===== src/rtl/mmd_pkg.sv =====
package mmd_pkg;
  localparam int unsigned ADDR_W    = 32;
  localparam int unsigned MB_LOG2   = 20;
  localparam int unsigned BASE_W    = ADDR_W - MB_LOG2;
  localparam int unsigned SZ_W      = 3;
  localparam int unsigned SZ_MAX    = 4;

  typedef struct packed {
    logic              en;
    logic [BASE_W-1:0] base;
    logic [SZ_W-1:0]   size;
  } bank_cfg_t;

  // Mask of the base bits that take part in the compare for a size code.
  function automatic logic [BASE_W-1:0] span_mask(input logic [SZ_W-1:0] code);
    int unsigned k;
    k = (int'(code) > SZ_MAX) ? SZ_MAX : int'(code);
    return {BASE_W{1'b1}} << k;
  endfunction
endpackage


===== src/rtl/mmd_remap_ctl.sv =====
module mmd_remap_ctl (
  input  logic clk,
  input  logic rst_n,
  input  logic remap_wr,
  input  logic remap_bit,
  output logic remap_q
);
  logic remap_d;
  logic remap_ce;

  // Only a set request changes the flag; it never clears from software.
  always_comb begin
    remap_ce = remap_wr && remap_bit && !remap_q;
    remap_d  = 1'b1;
  end

  always_ff @(posedge clk or negedge rst_n) begin
    if (!rst_n)        remap_q <= 1'b0;
    else if (remap_ce) remap_q <= remap_d;
  end

  p_remap_sticky_r4: assert property (@(posedge clk) disable iff (!rst_n)
    remap_q |=> remap_q);
  p_remap_set_r3: assert property (@(posedge clk) disable iff (!rst_n)
    (remap_wr && remap_bit) |=> remap_q);
endmodule


===== src/rtl/mmd_bank_table.sv =====
module mmd_bank_table
  import mmd_pkg::*;
#(
  parameter int unsigned NUM_CS = 8,
  localparam int unsigned CS_W  = $clog2(NUM_CS)
) (
  input  logic              clk,
  input  logic              rst_n,
  input  logic              cfg_wr,
  input  logic [CS_W-1:0]   cfg_sel,
  input  logic              cfg_en,
  input  logic [BASE_W-1:0] cfg_base,
  input  logic [SZ_W-1:0]   cfg_size,
  input  logic              remap_i,
  input  logic [BASE_W-1:0] lookup,
  output logic [NUM_CS-1:0] hit
);
  bank_cfg_t cfg_new;

  always_comb begin
    cfg_new.en   = cfg_en;
    cfg_new.base = cfg_base;
    cfg_new.size = cfg_size;
  end

  for (genvar i = 0; i < NUM_CS; i++) begin : g_bank
    bank_cfg_t        cfg_q;
    logic             we;
    logic [BASE_W-1:0] msk;
    logic             usable;

    always_comb begin
      we  = cfg_wr && (cfg_sel == CS_W'(i));
      msk = span_mask(cfg_q.size);
      // Chip select 0 is always reachable; the rest wait for remap.
      usable = cfg_q.en && ((i == 0) || remap_i);
      hit[i] = usable && ((lookup & msk) == (cfg_q.base & msk));
    end

    always_ff @(posedge clk or negedge rst_n) begin
      if (!rst_n)  cfg_q <= '0;
      else if (we) cfg_q <= cfg_new;
    end
  end
endmodule


===== src/rtl/mmd_cs_pick.sv =====
module mmd_cs_pick #(
  parameter int unsigned NUM_CS = 8,
  localparam int unsigned CS_W  = $clog2(NUM_CS)
) (
  input  logic [NUM_CS-1:0] hit,
  output logic              any,
  output logic [CS_W-1:0]   idx
);
  // Scan downward so the lowest matching index is the last assignment.
  always_comb begin
    idx = '0;
    for (int i = NUM_CS - 1; i >= 0; i--) begin
      if (hit[i]) idx = CS_W'(i);
    end
    any = |hit;
  end
endmodule


===== src/rtl/mem_map_decoder.sv =====
module mem_map_decoder
  import mmd_pkg::*;
#(
  parameter int unsigned NUM_CS       = 8,
  parameter int unsigned INT_LOG2     = 22,
  parameter int unsigned BOOT_LOG2    = 20,
  parameter int unsigned PER_WIN_LOG2 = 14,
  parameter int unsigned IRQC_LOG2    = 12,
  localparam int unsigned CS_W        = $clog2(NUM_CS),
  localparam int unsigned SLOT_W      = INT_LOG2 - PER_WIN_LOG2
) (
  input  logic              clk,
  input  logic              rst_n,
  input  logic              acc_valid,
  input  logic [ADDR_W-1:0] acc_addr,
  input  logic [1:0]        acc_size,
  input  logic              remap_wr,
  input  logic              remap_bit,
  input  logic              cfg_wr,
  input  logic [CS_W-1:0]   cfg_sel,
  input  logic              cfg_en,
  input  logic [BASE_W-1:0] cfg_base,
  input  logic [SZ_W-1:0]   cfg_size,
  output logic              sel_int,
  output logic              sel_ext,
  output logic              sel_per,
  output logic [CS_W-1:0]   cs_idx,
  output logic [ADDR_W-1:0] fwd_addr,
  output logic [1:0]        eff_size,
  output logic [SLOT_W-1:0] per_slot,
  output logic              per_irqc,
  output logic              abort
);
  localparam logic [1:0] SIZE_WORD = 2'd2;

  // Reset: asserted at once, released through two flops.
  logic rst_s1, rst_s2;
  always_ff @(posedge clk or negedge rst_n) begin
    if (!rst_n) begin
      rst_s1 <= 1'b0;
      rst_s2 <= 1'b0;
    end else begin
      rst_s1 <= 1'b1;
      rst_s2 <= rst_s1;
    end
  end

  logic              remap_q;
  logic [NUM_CS-1:0] hit;
  logic              hit_any;
  logic [CS_W-1:0]   hit_idx;

  mmd_remap_ctl u_remap (
    .clk      (clk),
    .rst_n    (rst_s2),
    .remap_wr (remap_wr),
    .remap_bit(remap_bit),
    .remap_q  (remap_q)
  );

  mmd_bank_table #(.NUM_CS(NUM_CS)) u_banks (
    .clk     (clk),
    .rst_n   (rst_s2),
    .cfg_wr  (cfg_wr),
    .cfg_sel (cfg_sel),
    .cfg_en  (cfg_en),
    .cfg_base(cfg_base),
    .cfg_size(cfg_size),
    .remap_i (remap_q),
    .lookup  (acc_addr[ADDR_W-1:MB_LOG2]),
    .hit     (hit)
  );

  mmd_cs_pick #(.NUM_CS(NUM_CS)) u_pick (
    .hit(hit),
    .any(hit_any),
    .idx(hit_idx)
  );

  logic int_sp, per_sp, ext_sp, boot_win;

  always_comb begin
    int_sp   = (acc_addr[ADDR_W-1:INT_LOG2] == '0);
    per_sp   = (acc_addr[ADDR_W-1:INT_LOG2] == '1);
    ext_sp   = !int_sp && !per_sp;
    boot_win = int_sp && (acc_addr[INT_LOG2-1:BOOT_LOG2] == '0);

    sel_int  = 1'b0;
    sel_ext  = 1'b0;
    sel_per  = 1'b0;
    cs_idx   = '0;
    abort    = 1'b0;
    fwd_addr = '0;
    eff_size = '0;
    per_slot = '0;
    per_irqc = 1'b0;

    if (acc_valid) begin
      fwd_addr = acc_addr;
      eff_size = acc_size;
      if (per_sp) begin
        sel_per       = 1'b1;
        fwd_addr[1:0] = 2'b00;
        eff_size      = SIZE_WORD;
        per_slot      = acc_addr[INT_LOG2-1:PER_WIN_LOG2];
        per_irqc      = &acc_addr[INT_LOG2-1:IRQC_LOG2];
      end else if (int_sp) begin
        if (boot_win && !remap_q) sel_ext = 1'b1;
        else                      sel_int = 1'b1;
      end else if (hit_any) begin
        sel_ext = 1'b1;
        cs_idx  = hit_idx;
      end else begin
        abort = 1'b1;
      end
    end
  end

  p_one_space_r1: assert property (@(posedge clk) disable iff (!rst_s2)
    $onehot0({sel_int, sel_ext, sel_per, abort}));
  p_abort_ext_only_r7: assert property (@(posedge clk) disable iff (!rst_s2)
    abort |-> (ext_sp && acc_valid && !hit_any));
  p_cs_gate_r5: assert property (@(posedge clk) disable iff (!rst_s2)
    (sel_ext && !remap_q) |-> (cs_idx == '0));
  p_idle_quiet_r10: assert property (@(posedge clk) disable iff (!rst_s2)
    !acc_valid |-> !(sel_int || sel_ext || sel_per || abort));
endmodule


===== config.mk =====
export PLATFORM = sky130hd
export DESIGN_NAME = mem_map_decoder
export DESIGN_NICKNAME = d
export VERILOG_FILES = /design/src/rtl/mmd_pkg.sv /design/src/rtl/mmd_remap_ctl.sv /design/src/rtl/mmd_bank_table.sv /design/src/rtl/mmd_cs_pick.sv /design/src/rtl/mem_map_decoder.sv
export SDC_FILE = /design/constraint.sdc
export NUM_CORES = 1
export LEC_CHECK = 0
export ABC_AREA = 1
export CAP_MARGIN = 15
export CORE_UTILIZATION = 45
export DETAILED_ROUTE_END_ITERATION = 10
export PLACE_DENSITY = 0.69
export RECOVER_POWER = 25
export SLEW_MARGIN = 25
export SYNTH_ARGS = -nofsm -noshare
export SYNTH_HDL_FRONTEND = slang
export SYNTH_SLANG_ARGS = --single-unit

===== constraint.sdc =====
create_clock -name clk -period 7.8 [get_ports clk]
set_clock_uncertainty 0.1 [all_clocks]
set_input_delay 2.34 -clock clk [delete_from_list [all_inputs] [get_ports clk]]
set_output_delay 2.34 -clock clk [all_outputs]
set_load 0.05 [all_outputs]

==> flow_summary.toml <==
[run_status]
outcome = "finished with violations"
violations = "capacitance limit, slew limit"

[clock_tree]
path_clk_slew_ns = 0.05
postCtsSetupBuffers = 0
hold_buffers = 0
cts_sinks = 131
h-tree-depth = 4
clock_latency_ns = 0.42
clockRootBuffer = "clkbuf_16"
cts_tree = "yes"
clk_path_buf_depth = 2
cts_made_buffers = 17
ctsResizeCount = 0

[placement]
dp_cells = 1230
io_buffer_count = 108
placed_area_um2 = 8270
dp_slack_ns = 0.614
gp_congestion = 0.831
hpwl_um = 12900

[power_and_ir_drop]
seqPwrFrac_pct = 43.3
power_density_nw_per_um2 = 235
clock_power_share_pct = 35.8
swShare_pct = 29.8
combPwrFrac_pct = 20.9
switching_power_mw = 0.619
power_leakage_nw = 4.38
intPower_mw = 1.46
vdd_drop_max_mv = 0.150

[final_layout]
final_area_um2 = 8820
final_cell_mix = "nand2_1, o21ai_0, dfrtp_1"
final_common_cell = "nand2_1"
fillers = 1425
diodes = 0
syn2layout_area_growth_pct = 24.5
nets = 1098
fin_cells = 1262
layout-drive-gt1-share_pct = 8.37

[setup_path]
arrival_ns = 4.74
required_ns = 5.36
reg2reg_depth = 2
critPathLaunchType = "input port"
critical_path_class = "input port to output pin"
r2r-start = "rst_s2"
crit_fanout = 10
rr_endpoint = "u_banks.g_bank[0].cfg_q[13]"
endpoint_kind = "output pin"
r2r_setup_slack_ns = 1.96

[drt]
dr.pass1.iters = 4
vias_per_cell = 4.89
wl_um = 17700
vias = 6170
drt_iter0_drc = 362
wire_per_inst_um = 14.0
ant_nets = 0
drc = 0

[sta]
fin_setup_tns_ns = 0
whs_ns = 0.251
slew_viol_final = 134
setup_viol = 0
layout_min_cycle_time_ns = 7.18
setup_slack_ns = 0.620
max_freq_mhz = 139
rsz0062_at_grt = "no"
hold_viol = 0
tightest_slew_ns = 3.05
slew_headroom_pct = -103
period_share_pct = 92.1

[logic_synthesis]
ys_warn_count = 0
ys_types = 34
syn_nets = 1000
synth_cells = 941
ys_seq_elements = 131
syn_area_per_cell_um2 = 7.53
seq_area_frac_synth_pct = 46.3
syn-cell-area_um2 = 7090

[floorplan]
num_rows = 45
die_x_um = 127
coreArea_um2 = 15300
die_h_um = 127
dieArea_um2 = 16300
start_util_pct = 46.4
io_pins = 109

[grt]
overflow = 0
antenna_found_initial = 0
grt_usage_pct = 23.8
grt_max_degree = 75
grt_pass1_vias = 5934
grt_first_pass_wirelength_um = 29600

[run]
drv_cap = 3

[hold_path]
holdPathStages = 0
min_path_type = "flop to flop"
hold_path_end = "rst_s2"
hold_start = "rst_s1"
==> routing by layer <==
| metal | part of all wire [%] | track usage (%) |
|---|---|---|
| met1 | 47 | 31.5 |
| met2 | 45 | 38.2 |
| met3 | 6.1 | 4.86 |
| met4 | 2.2 | 9.66 |
| met5 | 0 | 0 |
==> through the flow <==
stage                     util (%)  power [mW]
after global routing          57.8        2.20
after CTS                     57.8        2.09
final                         57.8        2.08
after global placement        54.2        1.33
after floorplan                  -        1.21
after detailed placement      54.2        1.34
==> state kept, by name (all words and copies together) (netlist names) <==
register / cells
u_banks.g_bank.usable: 1
rst_s1: 1
u_remap.remap_q: 1
u_banks.g_bank.cfg_q: 127
rst_s2: 1
==> cell families after synthesis <==
| group | count (synthesis) | share of synthesized area (%) |
|---|---|---|
| xor gates and xnor gates | 43 | 5.31 |
| buffers and inverters | 164 | 10.4 |
| AOI/OAI and AO/OA | 164 | 11.7 |
| and+or+nand+nor | 438 | 26.2 |
| other | 1 | 0.0529 |
| DFF | 131 | 46.3 |
==> final cells by class <==
| type | instances | area (um^2) | area share (%) |
|---|---|---|---|
| Sequential cell | 131 | 3280 | 37.2 |
| Clock inverter | 5 | 50.0 | 0.567 |
| Multi-Input combinational cell | 646 | 3080 | 34.9 |
| Clock buffer | 26 | 499 | 5.66 |
| Timing Repair Buffer | 121 | 1170 | 13.2 |
| Inverter | 122 | 483 | 5.47 |
| Tap cell | 211 | 264 | 2.99 |
==> cell usage after synthesis <==
cell      number  area share, %
a21o_1         1           0.11
a21oi_1       14           0.99
a21oi_2        2           0.25
buf_1          3           0.16
buf_2          1          0.071
buf_4          2           0.21
buf_6         12            1.9
clkbuf_1      24            1.3
conb_1         1          0.053
dfrtp_1      131             46
inv_1        113            6.0
inv_2          2           0.11
inv_4          4           0.35
inv_6          3           0.37
nand2_1      290             15
nand2_2        8           0.71
nand2_4        2           0.32
nand3_1       21            1.5
nand3_4        1           0.25
nand4_1        5           0.44
nand4_4        1           0.30
nor2_1        92            4.9
nor2_2         6           0.53
nor2_4         1           0.16
nor3_1         2           0.14
nor3_2         4           0.56
nor4_1         1          0.088
nor4_4         3           0.90
o21ai_0      141             10
o21ai_1        5           0.35
o22ai_1        1          0.088
or2_2          1          0.088
xnor2_1       27            3.3
xor2_1        16            2.0
==> how the worst max path moves through the flow <==
stage	start	endpoint	slack [ns]	cells past startpoint
6_report	acc_addr[26]	per_slot[1]	0.62	8
5_1_grt	acc_addr[26]	per_slot[3]	0.45	8
4_1_cts	acc_addr[26]	per_slot[1]	0.61	8
3_5_place_dp	acc_addr[26]	per_slot[1]	0.61	8
3_3_place_gp	acc_addr[26]	per_slot[3]	0.64	8
2_1_floorplan	acc_valid	per_irqc	0.73	5
==> power by group through the flow <==
| stage | Combinational [mW] | Clock [mW] | Sequential [mW] |
|---|---|---|---|
| 6_report | 0.435 | 0.743 | 0.899 |
| 5_1_grt | 0.498 | 0.784 | 0.916 |
| 4_1_cts | 0.436 | 0.751 | 0.901 |
| 3_5_place_dp | 0.433 | 0 | 0.911 |
| 3_3_place_gp | 0.423 | 0 | 0.907 |
| 2_1_floorplan | 0.319 | 0 | 0.891 |
==> critical path, stage by stage <==
cell             delay, ns
clkdlybuf4s50_1       0.72
inv_4                 0.13
nor4_4                0.21
nand4_4               0.19
nor2_2                0.17
inv_2                 0.09
nor2_1                0.09
clkdlybuf4s50_1       0.80
(Power assumes the default switching activity.)
